<file path="config.mk">
export PLATFORM = sky130hd
export DESIGN_NAME = dma_shadow_chan
export DESIGN_NICKNAME = d
export VERILOG_FILES = /design/src/rtl/dsc_pkg.sv /design/src/rtl/dsc_cfg.sv /design/src/rtl/dsc_engine.sv /design/src/rtl/dma_shadow_chan.sv
export SDC_FILE = /design/constraint.sdc
export NUM_CORES = 1
export LEC_CHECK = 0
export BUFFER_PORTS_ARGS = -buffer_cell sky130_fd_sc_hd__buf_2
export CORE_MARGIN = 2
export CORE_UTILIZATION = 60
export CTS_CLUSTER_SIZE = 14
export DETAILED_ROUTE_END_ITERATION = 16
export PLACE_DENSITY_LB_ADDON = 0.08
export SYNTH_ARGS = -nofsm -noshare
export SYNTH_HDL_FRONTEND = slang
export SYNTH_SLANG_ARGS = --single-unit
</file>
<file path="constraint.sdc">
create_clock -name clk -period 6.2 [get_ports clk]
set_input_delay 0.62 -clock clk [delete_from_list [all_inputs] [get_ports clk]]
set_output_delay 0.62 -clock clk [all_outputs]
set_load 0.01 [all_outputs]
</file>
<file path="src/rtl/dsc_pkg.sv">
package dsc_pkg;

    typedef enum logic [2:0] {
        SEL_CTRL  = 3'd0,
        SEL_COUNT = 3'd1,
        SEL_PADDR = 3'd2,
        SEL_BASE0 = 3'd3,
        SEL_BASE1 = 3'd4,
        SEL_FCLR  = 3'd5
    } reg_sel_e;

    // control word bit positions
    localparam int CTL_EN   = 0;
    localparam int CTL_CIRC = 1;
    localparam int CTL_DBUF = 2;
    localparam int CTL_MINC = 3;
    localparam int CTL_HTIE = 4;
    localparam int CTL_TCIE = 5;

    typedef struct packed {
        logic tc_ie;
        logic ht_ie;
        logic minc;
        logic dbuf;
        logic circ;
    } mode_t;

    // w holds control bits 5..1
    function automatic mode_t decode_mode(input logic [4:0] w);
        mode_t m;
        m.circ  = w[CTL_CIRC - 1];
        m.dbuf  = w[CTL_DBUF - 1];
        m.minc  = w[CTL_MINC - 1];
        m.ht_ie = w[CTL_HTIE - 1];
        m.tc_ie = w[CTL_TCIE - 1];
        return m;
    endfunction

    // count left in the working counter once floor(n/2) items have moved
    function automatic logic [31:0] ceil_half(input logic [31:0] n);
        return n - (n >> 1);
    endfunction

endpackage

</file>
<file path="src/rtl/dsc_cfg.sv">
module dsc_cfg
    import dsc_pkg::*;
#(
    parameter int ADDR_W = 16,
    parameter int CNT_W  = 8
) (
    input  logic              clk,
    input  logic              rst,
    input  logic              reg_we,
    input  logic [2:0]        reg_sel,
    input  logic [ADDR_W-1:0] reg_wdata,
    input  logic              chan_on,
    input  logic              busy,
    input  logic              evt_ht,
    input  logic              evt_tc,
    output logic [CNT_W-1:0]  sh_cnt,
    output logic [ADDR_W-1:0] sh_paddr,
    output logic [ADDR_W-1:0] sh_base0,
    output logic [ADDR_W-1:0] sh_base1,
    output mode_t             mode,
    output logic              start,
    output logic              abort,
    output logic              flag_ht,
    output logic              flag_tc,
    output logic              irq
);

    reg_sel_e sel_e;
    logic     ctl_wr, clr_ht, clr_tc;

    assign sel_e  = reg_sel_e'(reg_sel);
    assign ctl_wr = reg_we && (sel_e == SEL_CTRL);
    assign clr_ht = reg_we && (sel_e == SEL_FCLR) && reg_wdata[0];
    assign clr_tc = reg_we && (sel_e == SEL_FCLR) && reg_wdata[1];

    assign start = ctl_wr && reg_wdata[CTL_EN] && !busy
                   && !flag_ht && !flag_tc && (sh_cnt != '0);
    assign abort = ctl_wr && !reg_wdata[CTL_EN] && chan_on;

    always_ff @(posedge clk) begin
        if (rst) begin
            sh_cnt   <= '0;
            sh_paddr <= '0;
            sh_base0 <= '0;
            sh_base1 <= '0;
            mode     <= '0;
        end else if (reg_we && !busy) begin
            unique case (sel_e)
                SEL_CTRL:  mode     <= decode_mode(reg_wdata[5:1]);
                SEL_COUNT: sh_cnt   <= reg_wdata[CNT_W-1:0];
                SEL_PADDR: sh_paddr <= reg_wdata;
                SEL_BASE0: sh_base0 <= reg_wdata;
                SEL_BASE1: sh_base1 <= reg_wdata;
                default: ;
            endcase
        end
    end

    always_ff @(posedge clk) begin
        if (rst) begin
            flag_ht <= 1'b0;
            flag_tc <= 1'b0;
        end else begin
            flag_ht <= evt_ht | (flag_ht & ~clr_ht);
            flag_tc <= evt_tc | (flag_tc & ~clr_tc);
        end
    end

    assign irq = (flag_ht & mode.ht_ie) | (flag_tc & mode.tc_ie);

    // shadow values cannot move while a run or a drain is in progress
    assert_shadow_frozen_R11: assert property (@(posedge clk) disable iff (rst)
        busy |=> ($stable(sh_cnt) && $stable(sh_base0) && $stable(sh_base1) && $stable(sh_paddr)));

    assert_flag_clear_R12: assert property (@(posedge clk) disable iff (rst)
        (clr_tc && !evt_tc) |=> !flag_tc);

    assert_flag_set_R7: assert property (@(posedge clk) disable iff (rst)
        evt_tc |=> flag_tc);

endmodule

</file>
<file path="src/rtl/dsc_engine.sv">
module dsc_engine
    import dsc_pkg::*;
#(
    parameter int ADDR_W = 16,
    parameter int CNT_W  = 8,
    parameter int DATA_W = 8
) (
    input  logic              clk,
    input  logic              rst,
    input  logic              start,
    input  logic              abort,
    input  logic              circ,
    input  logic              dbuf,
    input  logic              minc,
    input  logic [CNT_W-1:0]  sh_cnt,
    input  logic [ADDR_W-1:0] sh_base0,
    input  logic [ADDR_W-1:0] sh_base1,
    input  logic              per_req,
    input  logic [DATA_W-1:0] per_data,
    output logic              per_ack,
    output logic              mw_valid,
    input  logic              mw_ready,
    output logic [ADDR_W-1:0] mw_addr,
    output logic [DATA_W-1:0] mw_data,
    output logic [CNT_W-1:0]  remain,
    output logic              chan_on,
    output logic              busy,
    output logic              buf_sel,
    output logic              evt_ht,
    output logic              evt_tc
);

    logic              on_q, stg_v_q, buf_q;
    logic [CNT_W-1:0]  cnt_q;
    logic [ADDR_W-1:0] ptr_q, stg_addr_q;
    logic [DATA_W-1:0] stg_data_q;

    logic              accept, last, wrap;
    logic [CNT_W-1:0]  half_left;
    logic [ADDR_W-1:0] reload_base;

    assign accept      = on_q && per_req && (!stg_v_q || mw_ready);
    assign last        = (cnt_q == CNT_W'(1));
    assign wrap        = circ | dbuf;
    assign half_left   = CNT_W'(ceil_half(32'(sh_cnt)));
    assign reload_base = (dbuf && !buf_q) ? sh_base1 : sh_base0;

    assign evt_tc = accept && last;
    assign evt_ht = accept && ((cnt_q - CNT_W'(1)) == half_left);

    always_ff @(posedge clk) begin
        if (rst) begin
            on_q       <= 1'b0;
            stg_v_q    <= 1'b0;
            buf_q      <= 1'b0;
            cnt_q      <= '0;
            ptr_q      <= '0;
            stg_addr_q <= '0;
            stg_data_q <= '0;
        end else begin
            if (stg_v_q && mw_ready) stg_v_q <= 1'b0;
            if (accept) begin
                stg_v_q    <= 1'b1;
                stg_addr_q <= ptr_q;
                stg_data_q <= per_data;
                if (last) begin
                    if (wrap) begin
                        cnt_q <= sh_cnt;
                        ptr_q <= reload_base;
                        if (dbuf) buf_q <= ~buf_q;
                    end else begin
                        cnt_q <= '0;
                        on_q  <= 1'b0;
                    end
                end else begin
                    cnt_q <= cnt_q - CNT_W'(1);
                    if (minc) ptr_q <= ptr_q + ADDR_W'(1);
                end
            end
            if (start) begin
                on_q  <= 1'b1;
                cnt_q <= sh_cnt;
                ptr_q <= sh_base0;
                buf_q <= 1'b0;
            end
            if (abort) on_q <= 1'b0;
        end
    end

    assign per_ack  = accept;
    assign mw_valid = stg_v_q;
    assign mw_addr  = stg_addr_q;
    assign mw_data  = stg_data_q;
    assign remain   = cnt_q;
    assign chan_on  = on_q;
    assign busy     = on_q | stg_v_q;
    assign buf_sel  = buf_q;

    assert_write_held_R2: assert property (@(posedge clk) disable iff (rst)
        (mw_valid && !mw_ready) |=> (mw_valid && $stable(mw_addr) && $stable(mw_data)));

    assert_count_step_R3: assert property (@(posedge clk) disable iff (rst)
        (per_ack && remain != CNT_W'(1)) |=> (remain == $past(remain) - CNT_W'(1)));

    assert_single_stop_R5: assert property (@(posedge clk) disable iff (rst)
        (per_ack && remain == CNT_W'(1) && !circ && !dbuf) |=> !chan_on);

    assert_circ_reload_R6: assert property (@(posedge clk) disable iff (rst)
        (per_ack && remain == CNT_W'(1) && circ && !abort) |=> (chan_on && remain == $past(sh_cnt)));

    assert_buf_swap_R9: assert property (@(posedge clk) disable iff (rst)
        (per_ack && remain == CNT_W'(1) && dbuf) |=> (buf_sel != $past(buf_sel)));

    assert_abort_stops_R10: assert property (@(posedge clk) disable iff (rst)
        abort |=> !chan_on);

endmodule

</file>
<file path="src/rtl/dma_shadow_chan.sv">
module dma_shadow_chan
    import dsc_pkg::*;
#(
    parameter int ADDR_W = 16,
    parameter int CNT_W  = 8,
    parameter int DATA_W = 8
) (
    input  logic              clk,
    input  logic              rst,
    input  logic              reg_we,
    input  logic [2:0]        reg_sel,
    input  logic [ADDR_W-1:0] reg_wdata,
    input  logic              per_req,
    input  logic [DATA_W-1:0] per_data,
    output logic              per_ack,
    output logic [ADDR_W-1:0] per_addr,
    output logic              mw_valid,
    input  logic              mw_ready,
    output logic [ADDR_W-1:0] mw_addr,
    output logic [DATA_W-1:0] mw_data,
    output logic [CNT_W-1:0]  remain,
    output logic              chan_on,
    output logic              busy,
    output logic              buf_sel,
    output logic              flag_ht,
    output logic              flag_tc,
    output logic              irq
);

    logic [CNT_W-1:0]  sh_cnt;
    logic [ADDR_W-1:0] sh_base0, sh_base1;
    mode_t             mode;
    logic              start, abort, evt_ht, evt_tc;

    dsc_cfg #(.ADDR_W(ADDR_W), .CNT_W(CNT_W)) cfg_i (
        .clk(clk), .rst(rst),
        .reg_we(reg_we), .reg_sel(reg_sel), .reg_wdata(reg_wdata),
        .chan_on(chan_on), .busy(busy),
        .evt_ht(evt_ht), .evt_tc(evt_tc),
        .sh_cnt(sh_cnt), .sh_paddr(per_addr),
        .sh_base0(sh_base0), .sh_base1(sh_base1),
        .mode(mode), .start(start), .abort(abort),
        .flag_ht(flag_ht), .flag_tc(flag_tc), .irq(irq)
    );

    dsc_engine #(.ADDR_W(ADDR_W), .CNT_W(CNT_W), .DATA_W(DATA_W)) eng_i (
        .clk(clk), .rst(rst),
        .start(start), .abort(abort),
        .circ(mode.circ), .dbuf(mode.dbuf), .minc(mode.minc),
        .sh_cnt(sh_cnt), .sh_base0(sh_base0), .sh_base1(sh_base1),
        .per_req(per_req), .per_data(per_data), .per_ack(per_ack),
        .mw_valid(mw_valid), .mw_ready(mw_ready),
        .mw_addr(mw_addr), .mw_data(mw_data),
        .remain(remain), .chan_on(chan_on), .busy(busy), .buf_sel(buf_sel),
        .evt_ht(evt_ht), .evt_tc(evt_tc)
    );

    // a run may only begin once software has cleared both flags
    assert_start_needs_clear_R8: assert property (@(posedge clk) disable iff (rst)
        $rose(chan_on) |-> $past(!flag_ht && !flag_tc));

    assert_irq_follows_R7: assert property (@(posedge clk) disable iff (rst)
        (!flag_ht && !flag_tc) |-> !irq);

endmodule

</file>
==> run_results.csv <==
group,metric,value,unit
power_and_ir_drop,switching_power,428,uW
critical_path,r2r-end,"eng_i.ptr_q[14]$_SDFFE_PP0P_",
clocking,cts_resized,0,
logic_synthesis,syn_area,5440,um2
power_and_ir_drop,ir_drop,0.000194,V
power_and_ir_drop,p_per_area,283,nW/um2
critical_path,r2r_slack,2.73,ns
placed_design,dp_hpwl,9640,um
critical_path,cp-end-kind,"flop",
logic_synthesis,synth.distinct_cells,56,
global_routing,grt_util_all_layers,0.310,
power_and_ir_drop,power.share.clock,0.538,
finish,antennaDiodeCount,0,
power_and_ir_drop,p_int,1410,uW
floorplan,floorplan.rows,34,
timing,max_freq,0.288,GHz
critical_path,reg2reg_from,"eng_i.chan_on$_SDFFE_PP0P_",
placed_design,dp_cells,840,
logic_synthesis,async_flop_share,0,
global_routing,grt_remaining_overflow,0,
detailed_routing,routed_wirelength,14800,um
clocking,cts_root_buffer,"clkbuf_8",
run,max_cap_viol_count,0,
timing,period_share,0.560,
critical_path,worstSetupStartpointType,"flop",
global_routing,antenna_found_initial,0,
clocking,cts_buffers,17,
critical_path,rr_worst_depth,6,
finish,final_cell_mix,"nand2_1, dfxtp_1, a21oi_1, buf_2, nor2_1",
logic_synthesis,synth_top_area_frac,0.419,
timing,hold_violations,0,
finish,final_common_cell,"nand2_1",
power_and_ir_drop,power,1830,uW
clocking,clk_pin_slew,0.06,ns
detailed_routing,avgRoutedWirePerCell,16.9,um
logic_synthesis,synth_edf_count,0,
timing,rsz0062_at_grt,"false",
power_and_ir_drop,leakage,0.00263,uW
timing,fin_skew,0.0103,ns
floorplan,core_area,8760,um2
timing,max_slew_margin,0.236,
logic_synthesis,yosysSeqAreaShare,0.419,
placed_design,routabilityCongestion,0.869,
critical_path,arrival,3.91,ns
clocking,hold_buffers,0,
power_and_ir_drop,netSwitchingFraction,0.233,
min_path,min_from,"per_data[7]",
detailed_routing,vias_per_cell,6.08,
timing,setup_violations,0,
detailed_routing,drtIter0Drc,535,
logic_synthesis,syn_inst,680,
outcome,status,"complete, no violations",
floorplan,pin_count,88,
timing,final.setup.tns,0,ns
timing,worst_pin_slew,1.14,ns
placed_design,portBuffers,87,
logic_synthesis,synth_ff_type,"dfxtp_1",
min_path,hold_path.class,"input pin to flop",
power_and_ir_drop,p_comb_frac,0.053,
clocking,cts_setup_buffers,0,
detailed_routing,drc,0,
logic_synthesis,syn_nets,728,
min_path,hold_path_end,"eng_i.mw_data[7]$_SDFFE_PP0P_",
logic_synthesis,yosys-top-cells-area,"dfxtp_1, nand2_1, a21oi_1",
timing,finalMaxSlewViolations,0,
clocking,h-tree-depth,4,
critical_path,worstSetupPathType,"flop to flop",
detailed_routing,dr.pass1.iters,5,
clocking,cts_tree,"yes",
logic_synthesis,ys_seq_elements,114,
logic_synthesis,yosysWarnings,0,
detailed_routing,ant_nets,0,
logic_synthesis,yosys.area.top_type,"dfxtp_1",
timing,finalCriticalPeriod,3.47,ns
floorplan,start_util,0.621,
detailed_routing,num_vias,5300,
min_path,min_path_cells,3,
floorplan,die_x,99.2,um
finish,final_layout_size_suffix_gt1_frac,0.175,
global_routing,grt_pass1_vias,4968,
finish,fin_cells,872,
clocking,cts.sinks,114,
critical_path,crit_fanout,20,
global_routing,grt_max_degree,78,
clocking,clock_path_buffers,2,
logic_synthesis,avgSynthCellArea,8.00,um2
power_and_ir_drop,seqPwrFrac,0.409,
clocking,clock_latency,0.52,ns
critical_path,cp.required,6.64,ns
floorplan,die_area,9850,um2
finish,nNetsFinal,799,
global_routing,grt_pass1_wl,24600,um
floorplan,dieHeight,99.2,um
finish,fillers,688,
finish,area_growth,19.1,%
layer usage:
metal / up-vias / wire [um] / GRT usage
li1: 2518 / - / -
met1: 2443 / 6470 / 0.432
met2: 316 / 6620 / 0.475
met3: 23 / 1460 / 0.0787
met4: 0 / 206 / 0.0959
met5: - / 0 / 0
stage by stage:
| step | setup WS, ns | util | cell area, um2 | hold slack (ns) |
|---|---|---|---|---|
| CTS | 2.86 | 0.740 | 6480 | 0.339 |
| floorplan | 3.77 | - | 5440 | 0.431 |
| detailed placement | 2.55 | 0.670 | 5880 | 0.445 |
| global route | 2.43 | 0.740 | 6480 | 0.354 |
| finish | 2.73 | 0.740 | 6480 | 0.346 |
| global placement | 2.76 | 0.670 | 5880 | 0.439 |
critical path, cell delays in order (launching register included):
cell	delay [ns]
dfxtp_1	0.36
nor3_1	0.83
nand4_1	1.08
o21ai_0	0.65
a221o_1	0.26
a21oi_1	0.05
nor3_1	0.16
cell usage after synthesis, types with 2 or more instances:
cell type  number
nand2_1       147
dfxtp_1       114
a21oi_1        93
nor2_1         51
clkbuf_1       34
xnor2_1        22
nor3_1         20
inv_1          17
mux2i_1        16
nand3_1        16
ha_1           15
o21ai_0        11
nand4_1        10
xor2_1          9
nor2b_1         7
a22oi_1         6
and3_1          6
o221ai_1        6
o22ai_1         5
a221oi_1        4
a22o_1          4
nand2b_1        4
nor3b_1         4
o21bai_1        4
or3_1           4
a31oi_1         3
buf_6           3
nand3b_1        3
nor4_1          3
o2bb2ai_1       3
o41ai_1         3
a211oi_1        2
a221oi_2        2
and2_1          2
and4_1          2
o22a_1          2
o31ai_1         2
or2_2           2
or4_1           2
layout make-up:
type / instances / area (um2) / share of cell area
sequential: 114 / 2280 / 0.352
inverter: 17 / 63.8 / 0.00985
clock buffer: 18 / 428 / 0.0660
timing repair buffer: 91 / 468 / 0.0722
tap: 108 / 135 / 0.0208
clock inverter: 14 / 178 / 0.0274
multi-input combinational: 510 / 2930 / 0.452
power groups by stage:
| stage | Combinational [uW] | Sequential (uW) | Clock (uW) |
|---|---|---|---|
| floorplan | 61.6 | 764 | 0 |
| finish | 97.2 | 751 | 985 |
| global route | 107 | 751 | 1030 |
| detailed placement | 94.6 | 766 | 0 |
| global placement | 92.3 | 765 | 0 |
| CTS | 96.1 | 750 | 989 |
worst max path at each step:
stage | depth (start not counted) | slack, ns | to | startpoint
floorplan | 8 | 3.77 | eng_i.ptr_q[14]$_SDFFE_PP0P_ | eng_i.remain[2]$_SDFFE_PP0P_
global placement | 7 | 2.76 | eng_i.ptr_q[14]$_SDFFE_PP0P_ | reg_sel[2]
detailed placement | 7 | 2.55 | eng_i.ptr_q[14]$_SDFFE_PP0P_ | reg_sel[2]
CTS | 6 | 2.86 | eng_i.ptr_q[14]$_SDFFE_PP0P_ | eng_i.chan_on$_SDFFE_PP0P_
global route | 6 | 2.43 | eng_i.ptr_q[14]$_SDFFE_PP0P_ | eng_i.chan_on$_SDFFE_PP0P_
finish | 6 | 2.73 | eng_i.ptr_q[14]$_SDFFE_PP0P_ | eng_i.chan_on$_SDFFE_PP0P_
cells by family after synthesis:
kind of cell / Yosys count / share of synthesized area
buffers and inverters: 56 / 0.0430
adders and majority gates: 16 / 0.0382
and+or+nand+nor: 286 / 0.235
DFF: 114 / 0.419
AOI/OAI and AO/OA: 161 / 0.186
muxes: 16 / 0.0294
xor gates and xnor gates: 31 / 0.0499
sequential cells by signal, indices dropped and copies added (netlist names):
register / flops
cfg_i.sh_paddr: 16
cfg_i.mode: 5
eng_i.ptr_q: 16
eng_i.mw_addr: 16
cfg_i.sh_base0: 16
cfg_i.sh_base1: 16
cfg_i.flag_ht: 1
eng_i.buf_sel: 1
eng_i.remain: 8
eng_i.chan_on: 1
eng_i.mw_valid: 1
cfg_i.flag_tc: 1
cfg_i.sh_cnt: 8
eng_i.mw_data: 8
No activity file was read; power rests on OpenSTA's default activity.
